File: src/rtl/pcmfe_pkg.sv
package pcmfe_pkg;

    typedef enum logic [1:0] {
        MODE_OFF   = 2'b00,
        MODE_LEFT  = 2'b01,
        MODE_RIGHT = 2'b10,
        MODE_MIX   = 2'b11
    } mode_e;

    typedef enum logic [1:0] {
        BAND_LOW  = 2'b00,
        BAND_MID  = 2'b01,
        BAND_HIGH = 2'b10
    } band_e;

    // synchronized copy of the three serial lines
    typedef struct packed {
        logic bck;
        logic wck;
        logic dat;
    } line_t;

    localparam int LINE_W = 3;

    // rate class from a measured period in system cycles
    function automatic band_e classify(input int unsigned period,
                                       input int unsigned lo_lim,
                                       input int unsigned hi_lim);
        if (period > lo_lim)
            return BAND_LOW;
        else if (period < hi_lim)
            return BAND_HIGH;
        return BAND_MID;
    endfunction

endpackage

File: src/rtl/pcmfe_sync.sv
module pcmfe_sync #(
    parameter int WIDTH  = 3,
    parameter int STAGES = 2
) (
    input  logic             clk,
    input  logic             rst,
    input  logic [WIDTH-1:0] d_i,
    output logic [WIDTH-1:0] q_o
);
    logic [STAGES-1:0][WIDTH-1:0] stg;

    always_ff @(posedge clk) begin
        if (rst) begin
            stg <= '0;
        end else begin
            stg[0] <= d_i;
            for (int s = 1; s < STAGES; s++)
                stg[s] <= stg[s-1];
        end
    end

    assign q_o = stg[STAGES-1];
endmodule

File: src/rtl/pcmfe_i2s_rx.sv
module pcmfe_i2s_rx
    import pcmfe_pkg::*;
#(
    parameter int SW = 24
) (
    input  logic          clk,
    input  logic          rst,
    input  logic          flush_i,
    input  line_t         line_i,
    output logic          frame_vld_o,
    output logic [SW-1:0] left_o,
    output logic [SW-1:0] right_o
);
    localparam int CNTW = $clog2(SW + 1);

    logic            bck_d;
    logic            rise;
    logic            boundary;
    logic            ws_prev;
    logic            aligned;
    logic            left_ok;
    logic [SW-1:0]   shreg;
    logic [CNTW-1:0] cnt;
    logic            take;
    logic [SW-1:0]   sh_nxt;
    logic [CNTW-1:0] cnt_nxt;
    logic            full;
    logic [SW-1:0]   left_q;
    logic [SW-1:0]   right_q;
    logic            vld_q;

    assign rise     = line_i.bck & ~bck_d;
    assign boundary = rise & (line_i.wck != ws_prev);

    always_comb begin
        take    = (cnt < CNTW'(SW));
        sh_nxt  = take ? {shreg[SW-2:0], line_i.dat} : shreg;
        cnt_nxt = cnt + {{(CNTW-1){1'b0}}, take};
        full    = (cnt_nxt == CNTW'(SW));
    end

    always_ff @(posedge clk) begin
        if (rst) bck_d <= 1'b0;
        else     bck_d <= line_i.bck;
    end

    always_ff @(posedge clk) begin
        if (rst || flush_i) begin
            ws_prev <= 1'b0;
            aligned <= 1'b0;
            left_ok <= 1'b0;
            shreg   <= '0;
            cnt     <= '0;
            vld_q   <= 1'b0;
            if (rst) begin
                left_q  <= '0;
                right_q <= '0;
            end
        end else begin
            vld_q <= 1'b0;
            if (rise) begin
                ws_prev <= line_i.wck;
                if (boundary) begin
                    shreg   <= '0;
                    cnt     <= '0;
                    aligned <= 1'b1;
                    if (aligned && full) begin
                        if (!ws_prev) begin
                            left_q  <= sh_nxt;
                            left_ok <= 1'b1;
                        end else begin
                            left_ok <= 1'b0;
                            if (left_ok) begin
                                right_q <= sh_nxt;
                                vld_q   <= 1'b1;
                            end
                        end
                    end else begin
                        left_ok <= 1'b0;
                    end
                end else begin
                    shreg <= sh_nxt;
                    cnt   <= cnt_nxt;
                end
            end
        end
    end

    assign frame_vld_o = vld_q;
    assign left_o      = left_q;
    assign right_o     = right_q;
endmodule

File: src/rtl/pcmfe_idle_watch.sv
module pcmfe_idle_watch #(
    parameter int IDLE_CYC = 256
) (
    input  logic clk,
    input  logic rst,
    input  logic bck_i,
    output logic standby_o
);
    localparam int TW = $clog2(IDLE_CYC + 1);

    logic          bck_d;
    logic [TW-1:0] timer;

    always_ff @(posedge clk) begin
        if (rst) begin
            bck_d <= 1'b0;
            timer <= '0;
        end else begin
            bck_d <= bck_i;
            if (bck_i != bck_d)
                timer <= TW'(IDLE_CYC);
            else if (timer != '0)
                timer <= timer - 1'b1;
        end
    end

    assign standby_o = (timer == '0);
endmodule

File: src/rtl/pcmfe_rate_meter.sv
module pcmfe_rate_meter
    import pcmfe_pkg::*;
#(
    parameter int CLK_HZ  = 24576000,
    parameter int LOW_HZ  = 30000,
    parameter int HIGH_HZ = 50000
) (
    input  logic  clk,
    input  logic  rst,
    input  logic  wck_i,
    output band_e band_o
);
    localparam int LO_LIM = CLK_HZ / LOW_HZ;
    localparam int HI_LIM = CLK_HZ / HIGH_HZ;
    localparam int CW     = $clog2(LO_LIM + 2) + 1;

    logic          wck_d;
    logic          measured;
    logic [CW-1:0] count;
    band_e         band_q;

    always_ff @(posedge clk) begin
        if (rst) begin
            wck_d    <= 1'b0;
            measured <= 1'b0;
            count    <= '0;
            band_q   <= BAND_LOW;
        end else begin
            wck_d <= wck_i;
            if (wck_i && !wck_d) begin
                if (measured)
                    band_q <= classify(32'(count), LO_LIM, HI_LIM);
                measured <= 1'b1;
                count    <= CW'(1);
            end else if (count != '1) begin
                count <= count + 1'b1;
            end
        end
    end

    assign band_o = band_q;
endmodule

File: src/rtl/pcm_mono_frontend.sv
module pcm_mono_frontend
    import pcmfe_pkg::*;
#(
    parameter int SAMPLE_W    = 24,
    parameter int SYNC_STAGES = 2,
    parameter int CLK_HZ      = 24576000,
    parameter int IDLE_CYC    = 256
) (
    input  logic                clk,
    input  logic                rst,
    input  logic                bit_clk_i,
    input  logic                word_clk_i,
    input  logic                ser_data_i,
    input  logic [1:0]          chan_mode_i,
    output logic [SAMPLE_W-1:0] mono_o,
    output logic                mono_vld_o,
    output logic                drive_en_o,
    output logic [1:0]          filt_band_o
);
    line_t               raw_line;
    line_t               sy_line;
    logic                standby;
    logic                frame_vld;
    logic [SAMPLE_W-1:0] left_w;
    logic [SAMPLE_W-1:0] right_w;
    band_e               band;
    mode_e               mode;
    logic [SAMPLE_W:0]   sum_w;
    logic [SAMPLE_W-1:0] pick;
    logic                live;
    logic                armed_q;
    logic [SAMPLE_W-1:0] sample_q;
    logic                vld_q;

    assign raw_line = '{bck: bit_clk_i, wck: word_clk_i, dat: ser_data_i};

    pcmfe_sync #(.WIDTH(LINE_W), .STAGES(SYNC_STAGES)) u_sync (
        .clk (clk),
        .rst (rst),
        .d_i (raw_line),
        .q_o (sy_line)
    );

    pcmfe_i2s_rx #(.SW(SAMPLE_W)) u_rx (
        .clk         (clk),
        .rst         (rst),
        .flush_i     (standby),
        .line_i      (sy_line),
        .frame_vld_o (frame_vld),
        .left_o      (left_w),
        .right_o     (right_w)
    );

    pcmfe_idle_watch #(.IDLE_CYC(IDLE_CYC)) u_idle (
        .clk       (clk),
        .rst       (rst),
        .bck_i     (sy_line.bck),
        .standby_o (standby)
    );

    pcmfe_rate_meter #(.CLK_HZ(CLK_HZ)) u_rate (
        .clk    (clk),
        .rst    (rst),
        .wck_i  (sy_line.wck),
        .band_o (band)
    );

    assign mode  = mode_e'(chan_mode_i);
    assign sum_w = {left_w[SAMPLE_W-1], left_w} + {right_w[SAMPLE_W-1], right_w};

    always_comb begin
        unique case (mode)
            MODE_LEFT:  pick = left_w;
            MODE_RIGHT: pick = right_w;
            MODE_MIX:   pick = sum_w[SAMPLE_W:1];
            default:    pick = '0;
        endcase
    end

    assign live = armed_q && !standby && (mode != MODE_OFF);

    always_ff @(posedge clk) begin
        if (rst) begin
            armed_q  <= 1'b0;
            sample_q <= '0;
            vld_q    <= 1'b0;
        end else begin
            vld_q <= 1'b0;
            if (standby || mode == MODE_OFF)
                armed_q <= 1'b0;
            else if (frame_vld)
                armed_q <= 1'b1;
            if (frame_vld && live) begin
                sample_q <= pick;
                vld_q    <= 1'b1;
            end else if (!live) begin
                sample_q <= '0;
            end
        end
    end

    assign mono_o      = sample_q;
    assign mono_vld_o  = vld_q;
    assign drive_en_o  = live;
    assign filt_band_o = band;
endmodule

File: config.mk
export PLATFORM = sky130hd
export DESIGN_NAME = pcm_mono_frontend
export DESIGN_NICKNAME = d
export VERILOG_FILES = /design/src/rtl/pcmfe_pkg.sv /design/src/rtl/pcmfe_sync.sv /design/src/rtl/pcmfe_i2s_rx.sv /design/src/rtl/pcmfe_idle_watch.sv /design/src/rtl/pcmfe_rate_meter.sv /design/src/rtl/pcm_mono_frontend.sv
export SDC_FILE = /design/constraint.sdc
export NUM_CORES = 1
export LEC_CHECK = 0
export BUFFER_PORTS_ARGS = -buffer_cell sky130_fd_sc_hd__buf_2
export CORE_MARGIN = 1
export CORE_UTILIZATION = 40
export DETAILED_ROUTE_END_ITERATION = 10
export PLACE_DENSITY = 0.66
export SKIP_CTS_REPAIR_TIMING = 1
export SYNTH_ARGS = -nofsm -noshare
export SYNTH_HDL_FRONTEND = slang
export SYNTH_SLANG_ARGS = --single-unit
File: constraint.sdc
create_clock -name clk -period 11.9 [get_ports clk]
set_input_delay 3.57 -clock clk [delete_from_list [all_inputs] [get_ports clk]]
set_output_delay 3.57 -clock clk [all_outputs]
set_load 0.02 [all_outputs]
==> impl_metrics.yaml <==
cells_and_area:
  finish.utilization: 0.4764
  drive_gt1_frac: 0.1163
  fin_area_um2: 7677
  finalNetCount: 788
  area_growth_pct: 14.71
  n_antenna_cell: 0
  finalNonFillerCells: 981
yosys:
  synthCells: 727
  synth-compound-area-share: 0.2028
  synth-simple-area-share: 0.1731
  synthArstFlopShare: 0
  synth_fp_nets: 763
  synth_area_leader_cell: "dfxtp_1"
  avgSynthCellArea_um2: 9.206
  syn-cell-area_um2: 6693
  synth_xor_area_frac: 0.04449
  synth_cell_types: 58
  synth_edf_count: 48
  synth_top_family_by_area: "compound AO/OA/AOI/OAI gates"
  synth_seq_area_share: 0.4846
  ys_warn_count: 0
  synth_flop_cell: "dfxtp_1"
  synth_seq_cells: 138
  synth_fa_ha_area_frac: 0.05534
  synth_mux_area_frac: 0.01084
  synth_top_area_share: 0.2692
  synthTopCellsByArea: "dfxtp_1 27%, edfxtp_1 22%, nand2_1 6.1%"
worst_setup_path:
  reg2regPathDepth: 11
  cp-end-kind: "output pin"
  crit_type: "in -> out"
  critPathMaxFanout: 20
  worstPathRequired_ns: 8.33
  arrival_ns: 4.34
  start_kind: "primary input"
placement:
  placed_area_um2: 7072
  hpwlAfterDp_mm: 9.793
  gp_congestion: 0.8780
  io_buffers: 34
  dpl.cell_count: 949
  dpl_worst_slack_ns: 3.979
outcome:
  status: "complete, no violations"
clock_network:
  tritoncts: "built"
  root_buffer: "clkbuf_16"
  clk_pin_slew_ns: 0.06
  cts_made_buffers: 17
  clkLatencyLatePin_ns: 0.42
  cts_sinks: 138
  htree_num_levels: 4
  clk_path_buf_depth: 2
global_route:
  grt_pass1_wl_mm: 23.64
  antenna_found_initial: 0
  grt_pass1_vias: 4813
  grt_max_degree: 59
  grt.overflow.total: 0
  grt_usage: 0.1699
routing:
  via_per_inst: 5.374
  wl_per_cell_um: 14.50
  drt_iter0_drc: 466
  drc: 0
  dr.pass1.iters: 5
  ant_nets: 0
  vias: 5272
  wl_mm: 14.22
sta:
  fin_skew_ns: 0.008990
  maxSlewHeadroom: 0.3222
  fin_crit_sh: 0.6651
  final-max-slew-violation-count: 0
  worst_pin_slew_ns: 1.014
  layout_setup_ws_ns: 3.986
  post-route-min-period_ns: 7.914
  setup_viol_count_final: 0
  hold_viol_final: 0
  setup_tns_ns: 0
  fmax_mhz: 126.4
  rsz0062_at_grt: "no"
pwr:
  ir_drop_uv: 108.0
  pwr_density_cell_nw_per_um2: 163.8
  p_leak_nw: 2.935
min_path:
  min_path_cells: 1
  worstHoldPathType: "reg -> reg"
floorplanning:
  fp.dieH_um: 131.4
  core_area_um2: 16120
  rows: 46
  start_util: 0.4153
  dieArea_um2: 17250
  io-pin-count: 35
  dieWidth_um: 131.4
flow_run:
  cap_violations: 0
power by group:
group / leakage (nW) / switching, W / internal (W)
clock network: 0.304 / 0.000214 / 0.000326
logic: 1.42 / 0.000118 / 0.0000728
registers: 1.21 / 0.0000177 / 0.000509
total: 2.94 / 0.000350 / 0.000907
final timing paths:
kind,startpoint,end,slack [ns]
worst min-delay path,u_sync.stg[0],u_sync.q_o[0],0.43
worst min register to register,u_sync.stg[0],u_sync.q_o[0],0.43
worst max register to register,u_rx.cnt[3],u_rx.right_o[16],6.93
worst max-delay path,chan_mode_i[0],drive_en_o,3.99
metal layers:
layer / track usage / vias to the layer above / wire (um) / share of wire
met4: 0.05233 / 0 / 182 / 0.013
met3: 0.04514 / 24 / 600 / 0.042
met5: 0 / - / 0 / 0
met2: 0.2592 / 111 / 6433 / 0.45
li1: - / 2686 / - / -
met1: 0.2342 / 2451 / 7005 / 0.49
synth_stat cells, drive strengths merged (10+ instances only):
library cell	n
ha	28
clkbuf	25
a21o	10
xor2	16
nand3	11
inv	13
nor2b	14
nand4	10
a21oi	73
nand2	109
buf	10
o21ai	30
dfxtp	90
nor2	82
edfxtp	48
xnor2	18
a22oi	44
cell families after synthesis:
family	Yosys count
AOI/OAI and AO/OA	209
adders and majority gates	29
and+or+nand+nor	261
buffers and inverters	49
muxes	7
xor gates and xnor gates	34
DFF	138
flip-flops by register name (all words and copies together), names as in the netlist, 2 cells and up:
name and cells:
u_rate.band_o 2, u_rx.cnt 5, u_sync.stg 3, u_rate.count 11, mono_o 24, u_rx.left_o 24
u_sync.q_o 3, u_rx.shreg 24, u_rx.right_o 24, u_idle.timer 9
cell usage in the layout (no fill, tap or decap), types with 10 or more instances in the layout:
master and instances:
nand2_1 109, a21o_1 10, buf_2 34, xnor2_1 18
nand4_1 10, dfxtp_1 90, nor2_1 81, xor2_1 16
a22oi_1 44, nor2b_1 14, ha_1 28, clkbuf_16 18
inv_1 12, nand3_1 10, edfxtp_1 48, a21oi_1 72
o21ai_0 28
layout make-up:
class / instances / area (um2)
Fill cell: 1516 / 8438
Sequential cell: 138 / 3243
Clock inverter: 14 / 155.1
Inverter: 14 / 52.55
Clock buffer: 18 / 450.4
Tap cell: 216 / 270.3
Multi-Input combinational cell: 540 / 3283
Timing Repair Buffer: 41 / 222.7
per-stage QoR:
step	hold slack (ns)	total power, W
floorplan	0.4138	0.0006840
global route	0.4585	0.001317
global placement	0.4159	0.0007254
CTS	0.4390	0.001268
detailed placement	0.4247	0.0007264
finish	0.4344	0.001257
critical path, cell delays in order:
cell	delay, ns
buf_2	0.21
o21ai_0	0.33
nor2_1	0.06
buf_2	0.17
Note: power is estimated with default switching activity, not from simulation.
